--- config.mk ---
export PLATFORM = sky130hd
export DESIGN_NAME = pll_lock_bw_detect
export DESIGN_NICKNAME = d
export VERILOG_FILES = /design/src/rtl/pll_det_pkg.sv /design/src/rtl/pll_edge_sync.sv /design/src/rtl/pll_freq_window.sv /design/src/rtl/pll_hyst_flag.sv /design/src/rtl/pll_lock_bw_detect.sv
export SDC_FILE = /design/constraint.sdc
export NUM_CORES = 1
export LEC_CHECK = 0
export CAP_MARGIN = 10
export CORE_MARGIN = 2
export CORE_UTILIZATION = 55
export CTS_CLUSTER_DIAMETER = 120
export DETAILED_ROUTE_END_ITERATION = 7
export PLACE_DENSITY = 0.78
export SETUP_SLACK_MARGIN = 0.02
export SLEW_MARGIN = 20
export SYNTH_ARGS = -nofsm -noshare
export SYNTH_HDL_FRONTEND = slang
export SYNTH_SLANG_ARGS = --single-unit
--- constraint.sdc ---
create_clock -name clk -period 5.15 [get_ports clk]
set_input_delay 1.2875 -clock clk [delete_from_list [all_inputs] [get_ports clk]]
set_output_delay 1.2875 -clock clk [all_outputs]
set_load 0.03 [all_outputs]
--- src/rtl/pll_det_pkg.sv ---
package pll_det_pkg;

  // Absolute distance between a measured edge count and the expected count.
  function automatic int unsigned cnt_err(input int unsigned cnt, input int unsigned expect_cnt);
    if (cnt >= expect_cnt) return cnt - expect_cnt;
    else return expect_cnt - cnt;
  endfunction

  // Saturating increment helper for an edge counter of arbitrary width.
  function automatic int unsigned sat_inc(input int unsigned v, input int unsigned vmax, input logic en);
    if (en && v < vmax) return v + 1;
    else return v;
  endfunction

endpackage

--- src/rtl/pll_edge_sync.sv ---
module pll_edge_sync #(
  parameter int STAGES = 2
) (
  input  logic clk,
  input  logic rst_n,
  input  logic async_in,
  output logic rise_pulse
);
  logic [STAGES-1:0] sh;
  logic              prev;

  generate
    if (STAGES == 1) begin : g_one
      always_ff @(posedge clk or negedge rst_n) begin
        if (!rst_n) sh <= '0;
        else        sh <= async_in;
      end
    end else begin : g_many
      always_ff @(posedge clk or negedge rst_n) begin
        if (!rst_n) sh <= '0;
        else        sh <= {sh[STAGES-2:0], async_in};
      end
    end
  endgenerate

  always_ff @(posedge clk or negedge rst_n) begin
    if (!rst_n) prev <= 1'b0;
    else        prev <= sh[STAGES-1];
  end

  assign rise_pulse = sh[STAGES-1] & ~prev;
endmodule

--- src/rtl/pll_freq_window.sv ---
module pll_freq_window
  import pll_det_pkg::*;
#(
  parameter int WIN = 64,
  parameter int CW  = 8
) (
  input  logic          clk,
  input  logic          rst_n,
  input  logic          ref_pulse,
  input  logic          fb_pulse,
  output logic          meas_valid,
  output logic [CW-1:0] meas_cnt
);
  localparam int RW    = (WIN > 1) ? $clog2(WIN) : 1;
  localparam int FBMAX = (1 << CW) - 1;

  logic [RW-1:0] ref_cnt;
  logic [CW-1:0] fb_cnt;
  logic [CW-1:0] fb_next;
  logic          win_end;

  assign win_end = ref_pulse && (ref_cnt == RW'(WIN - 1));
  assign fb_next = CW'(sat_inc(int'(fb_cnt), FBMAX, fb_pulse));

  always_ff @(posedge clk or negedge rst_n) begin
    if (!rst_n) begin
      ref_cnt    <= '0;
      fb_cnt     <= '0;
      meas_valid <= 1'b0;
      meas_cnt   <= '0;
    end else begin
      meas_valid <= win_end;
      if (win_end) begin
        ref_cnt  <= '0;
        fb_cnt   <= '0;
        meas_cnt <= fb_next;
      end else begin
        if (ref_pulse) ref_cnt <= ref_cnt + RW'(1);
        fb_cnt <= fb_next;
      end
    end
  end
endmodule

--- src/rtl/pll_hyst_flag.sv ---
module pll_hyst_flag #(
  parameter int EW    = 8,
  parameter int ENTER = 1,
  parameter int EXIT  = 2
) (
  input  logic          clk,
  input  logic          rst_n,
  input  logic          meas_valid,
  input  logic [EW-1:0] meas_err,
  output logic          flag,
  output logic          flag_chg
);
  localparam logic [EW-1:0] ENTER_V = EW'(ENTER);
  localparam logic [EW-1:0] EXIT_V  = EW'(EXIT);

  logic flag_d;

  always_comb begin
    flag_d = flag;
    if (meas_valid) begin
      if (!flag && meas_err <= ENTER_V)     flag_d = 1'b1;
      else if (flag && meas_err > EXIT_V)   flag_d = 1'b0;
    end
  end

  assign flag_chg = flag_d ^ flag;

  always_ff @(posedge clk or negedge rst_n) begin
    if (!rst_n) flag <= 1'b0;
    else        flag <= flag_d;
  end
endmodule

--- src/rtl/pll_lock_bw_detect.sv ---
module pll_lock_bw_detect
  import pll_det_pkg::*;
#(
  parameter int WIN         = 64,
  parameter int LOCK_IN     = 1,
  parameter int UNLOCK_OUT  = 2,
  parameter int TRK_IN      = 2,
  parameter int UNTRK_OUT   = 4,
  parameter int SYNC_STAGES = 2
) (
  input  logic clk,
  input  logic rst_n,
  input  logic fb_clk,
  input  logic ref_clk,
  input  logic auto_mode,
  input  logic acq_wr,
  input  logic irq_en,
  input  logic irq_ack,
  output logic lock,
  output logic acq,
  output logic irq
);
  localparam int CW = $clog2(4 * WIN);
  localparam int EW = CW;

  // Named internal events, visible to the bound checker.
  logic          ref_pulse;
  logic          fb_pulse;
  logic          meas_valid;
  logic [CW-1:0] meas_cnt;
  logic [EW-1:0] meas_err;
  logic          lock_chg;
  logic          acq_auto;
  logic          acq_chg;
  logic          irq_set;

  pll_edge_sync #(.STAGES(SYNC_STAGES)) u_ref_sync (
    .clk(clk), .rst_n(rst_n), .async_in(ref_clk), .rise_pulse(ref_pulse)
  );

  pll_edge_sync #(.STAGES(SYNC_STAGES)) u_fb_sync (
    .clk(clk), .rst_n(rst_n), .async_in(fb_clk), .rise_pulse(fb_pulse)
  );

  pll_freq_window #(.WIN(WIN), .CW(CW)) u_win (
    .clk(clk), .rst_n(rst_n), .ref_pulse(ref_pulse), .fb_pulse(fb_pulse),
    .meas_valid(meas_valid), .meas_cnt(meas_cnt)
  );

  assign meas_err = EW'(cnt_err(int'(meas_cnt), WIN));

  pll_hyst_flag #(.EW(EW), .ENTER(LOCK_IN), .EXIT(UNLOCK_OUT)) u_lock (
    .clk(clk), .rst_n(rst_n), .meas_valid(meas_valid), .meas_err(meas_err),
    .flag(lock), .flag_chg(lock_chg)
  );

  pll_hyst_flag #(.EW(EW), .ENTER(TRK_IN), .EXIT(UNTRK_OUT)) u_trk (
    .clk(clk), .rst_n(rst_n), .meas_valid(meas_valid), .meas_err(meas_err),
    .flag(acq_auto), .flag_chg(acq_chg)
  );

  assign acq     = auto_mode ? acq_auto : acq_wr;
  assign irq_set = lock_chg & irq_en;

  always_ff @(posedge clk or negedge rst_n) begin
    if (!rst_n)       irq <= 1'b0;
    else if (irq_set) irq <= 1'b1;
    else if (irq_ack) irq <= 1'b0;
  end
endmodule

# After elaboration in Yosys (flattened, before gate mapping)
# Index checks and enable logic that the tools add are counted.
# Widths: inputs -> output; s select.
[op_classes]
n_addsub = 4
n_lt_le_gt_ge = 6
n_eq_ne = 1
muxes = 13
bitwise = 6
reduce_logical = 12
[op_table]
columns = ["operator", "n"]
rows = [
  ["$mux 8", 3],
  ["$mux 6", 2],
  ["$add 8x1->8 const B", 1],
  ["$ge 8x7->1 const B", 1],
  ["$gt 8x2->1 const B", 1],
  ["$gt 8x3->1 const B", 1],
  ["$le 8x1->1 const B", 1],
  ["$le 8x2->1 const B", 1],
  ["$lt 8x8->1 const B", 1],
  ["$mux 1", 8],
  ["$sub 7x8->8 const A", 1],
  ["$sub 8x7->8 const B", 1],
  ["$add 6x1->6 const B", 1],
  ["$eq 6x6->1 const B", 1],
  ["$logic_and 1x1->1", 6],
  ["$reduce_bool 2->1", 3],
  ["$and 1x1->1", 3],
  ["$logic_not 1->1", 2],
  ["$not 1->1", 2],
  ["$reduce_and 2->1", 1],
  ["$xor 1x1->1", 1],
]
[totals]
reg_bits = 32
inputBits = 8
word_cells = 53

# Logic depth before layout (Yosys ltp)
[depth]
word_depth = 10
ltp_mapped = 8

# Hierarchy
# Synthesis repeated with hierarchy kept, for this count alone.
[unflattened]
hier_cells = 156
area_unflattened_um2 = 1605.3
[modules_own_cells]
columns = ["module", "n_inst", "cells_per_inst", "area_per_inst_um2", "seq_area_each_um2"]
rows = [
  ["pll_freq_window", 1, 96, 1018.5, 575.6],
  ["pll_lock_bw_detect", 1, 26, 190.2, 25.0],
  ["pll_edge_sync", 2, 4, 88.8, 75.1],
  ["pll_hyst_flag (u_trk)", 1, 14, 110.1, 25.0],
  ["pll_hyst_flag (u_lock)", 1, 12, 108.9, 25.0],
]

# Worst setup path after synthesis
# OpenSTA, ideal clock, no wires.
[synth_timing]
path_kind = "input-to-output"
from = "in auto_mode"
to = "out acq"
t_arrival_ns = 1.679
t_required_ns = 3.863
setup_slack_ns = 2.184
stages = 1
path_cell_list = "mux2_2"
[synth_via]
elab_chain_cells = 1
[synth_lines]
columns = ["item", "line", "rtl"]
rows = [
  ["start, declared", "pll_lock_bw_detect.sv:15", "input logic auto_mode,"],
  ["$mux 1", "pll_lock_bw_detect.sv:62", "assign acq = auto_mode ? acq_auto : acq_wr;"],
  ["end, declared", "pll_lock_bw_detect.sv:20", "output logic acq,"],
]
# Every way passes these cells.

# Worst setup path after layout
# Ends and elaborated chain as after synthesis.

==> impl_metrics.yaml <==
final_layout:
  drive_gt1_share_pct: 9.43
  diodes: 0
  fill_cells: 207
  finalNetCount: 171
  final_util_pct: 66.7
  syn2layout_area_growth_pct: 13.4
synth:
  netlist_top_cells_area: "dfrtp_1, nor2_1, ha_1"
  ys_ff_latch: 32
  synth.top_cell.area_share_pct: 54.0
  ys.flop_type: "dfrtp_1"
  synth_common_cells: "dfrtp_1, nor2_1, nand2_1"
  synth_area_leader_cell: "dfrtp_1"
  syn_inst: 142
  synth.net_count: 155
  synth_enable_flop_cells: 0
  syn-cell-area_um2: 1480
  yosys_warnings: 0
  synthArstFlopShare_pct: 100
  synth.distinct_cells: 34
  yosysMostFrequentCell: "dfrtp_1"
  ys_seq_area_share_pct: 54.0
  avgSynthCellArea_um2: 10.4
global_route:
  grt_max_degree: 33
  antenna_found_initial: 0
  grt-ovfl-total: 0
  grt_pass1_vias: 1050
  grt_usage_pct: 19.2
  grt_first_pass_wirelength_um: 4620
routing:
  drtIter0Drc: 40
  vias_per_cell: 5.47
  vias: 1034
  drc: 0
  ant_nets: 0
  routed_wl_um: 2470
  routedWlPerCell_um: 13.1
  dr.pass1.iters: 4
floorplan:
  die_h_um: 55.9
  die_x_um: 55.9
  start_util_pct: 58.8
  rows: 18
  io_pins: 11
  die_area_um2: 3130
  core_um2: 2520
worst_setup_path:
  criticalPathCategory: "primary input to primary output"
  worst-endpoint-arrival_ns: 2.66
  crit_path_end_kind: "primary output"
  worstPathRequired_ns: 3.86
  start_kind: "primary input"
  cp_max_fo: 1
clocking:
  cts_tree: "done"
  clk_pin_slew_ns: 0.09
  cts_hold_buf: 0
  insertion_delay_ns: 0.33
  htree_levels: 2
  clock_path_buffers: 2
  numCtsBuffers: 5
  cts.sinks: 32
  ctsRootBufferMaster: "clkbuf_4"
  cts_setup_buffers: 0
  cts-resized-gates: 0
run:
  drv_cap: 0
pwr:
  power.leakage_nw: 0.748
  p_total_uw: 594
  ir_worst_vdd_v: 0.000244
  powerDensity_nw_per_um2: 353
sta:
  fmax_mhz: 253
  period_minus_slack_ns: 3.95
  slew_viol_final: 0
  slew_headroom_pct: 69.3
  whs_ns: 0.362
  rsz0062_at_grt: "false"
  tightest_slew_ns: 0.458
  finalSetupTns_ns: 0
  fin_crit_sh_pct: 76.7
  skew_ns: 0.00598
  finalHoldViolCount: 0
  setup_viol: 0
  layout_setup_ws_ns: 1.20
place:
  io_buffers: 10
  gp_congestion: 0.796
  preCtsSetupSlack_ns: 1.19
  hpwl_um: 1770
worst_hold_path:
  hold_path.class: "flop to flop"
outcome:
  status: "finished clean"
power by group:
| group | switching (mW) | total (mW) | internal (mW) |
|---|---|---|---|
| Combinational | 0.0544 | 0.106 | 0.0519 |
| Sequential | 0.0410 | 0.337 | 0.296 |
| Clock | 0.0841 | 0.151 | 0.0668 |
metal layers:
| metal | part of all wire, % | global-route usage (%) |
|---|---|---|
| met5 | 0 | 0 |
| met4 | 1.7 | 9.18 |
| met3 | 4.0 | 5.12 |
| met2 | 49 | 31.3 |
| met1 | 45 | 23.7 |
cell families (layout without fill, tap and decap cells):
group | after synthesis | after routing | synth area share [%]
flops | 32 | 32 | 54.0
compound gates | 24 | 24 | 9.96
simple gates | 56 | 56 | 19.3
xor+xnor | 11 | 11 | 6.50
buf+inv | 9 | 26 | 2.36
fa+ha+maj | 5 | 5 | 4.22
mux | 5 | 5 | 3.63
path summary, 6_finish.rpt:
| check | startpoint | to | slack (ns) | cells past startpoint |
|---|---|---|---|---|
| max | auto_mode | acq | 1.20 | 3 |
| min in group asynchronous | rst_n | u_win.fb_cnt[1] | 1.34 | 2 |
| min reg2reg | u_ref_sync.sh[0] | u_ref_sync.sh[1] | 0.36 | 0 |
| min | u_ref_sync.sh[0] | u_ref_sync.sh[1] | 0.36 | 0 |
| max reg2reg | u_ref_sync.prev | u_win.ref_cnt[0] | 3.05 | 7 |
| max in group asynchronous | rst_n | u_win.fb_cnt[5] | 3.52 | 2 |
worst max-delay path, cell delays in order:
cell	delay (ns)
clkdlybuf4s50_1	0.46
mux2_2	0.32
clkdlybuf4s50_1	0.59
cell type report:
cell class | count | area, um2 | area share (%)
clock inverter | 1 | 7.51 | 0.446
sequential | 32 | 801 | 47.6
timing repair buffer | 11 | 108 | 6.40
multi-input combinational | 101 | 647 | 38.5
tap | 30 | 37.5 | 2.23
inverter | 7 | 26.3 | 1.56
clock buffer | 7 | 55.1 | 3.27
state kept, by name, indices dropped and copies added (netlist names):
signal            count
irq                   1
u_fb_sync.prev        1
u_fb_sync.sh          2
u_lock.flag           1
u_ref_sync.prev       1
u_ref_sync.sh         2
u_trk.flag            1
u_win.fb_cnt          8
u_win.meas_cnt        8
u_win.meas_valid      1
u_win.ref_cnt         6
cells in the final DEF, fill, tap and decap left out, drive strengths merged, types with 2 or more instances in the layout:
cell type       n
a21o            2
a21oi           3
a31oi           3
clkbuf          7
clkdlybuf4s50  10
dfrtp          32
ha              5
inv             7
mux2            3
mux2i           2
nand2          15
nand2b          2
nand3           6
nand4           3
nor2           17
nor2b           2
nor3            4
o21ai          12
xnor2           5
xor2            6
through the flow:
stage	cell area [um2]	std cells
5_1_grt	1680	189
2_1_floorplan	1480	142
4_1_cts	1680	189
3_5_place_dp	1620	181
6_report	1680	189
3_3_place_gp	1620	181
(Power assumes the default switching activity.)
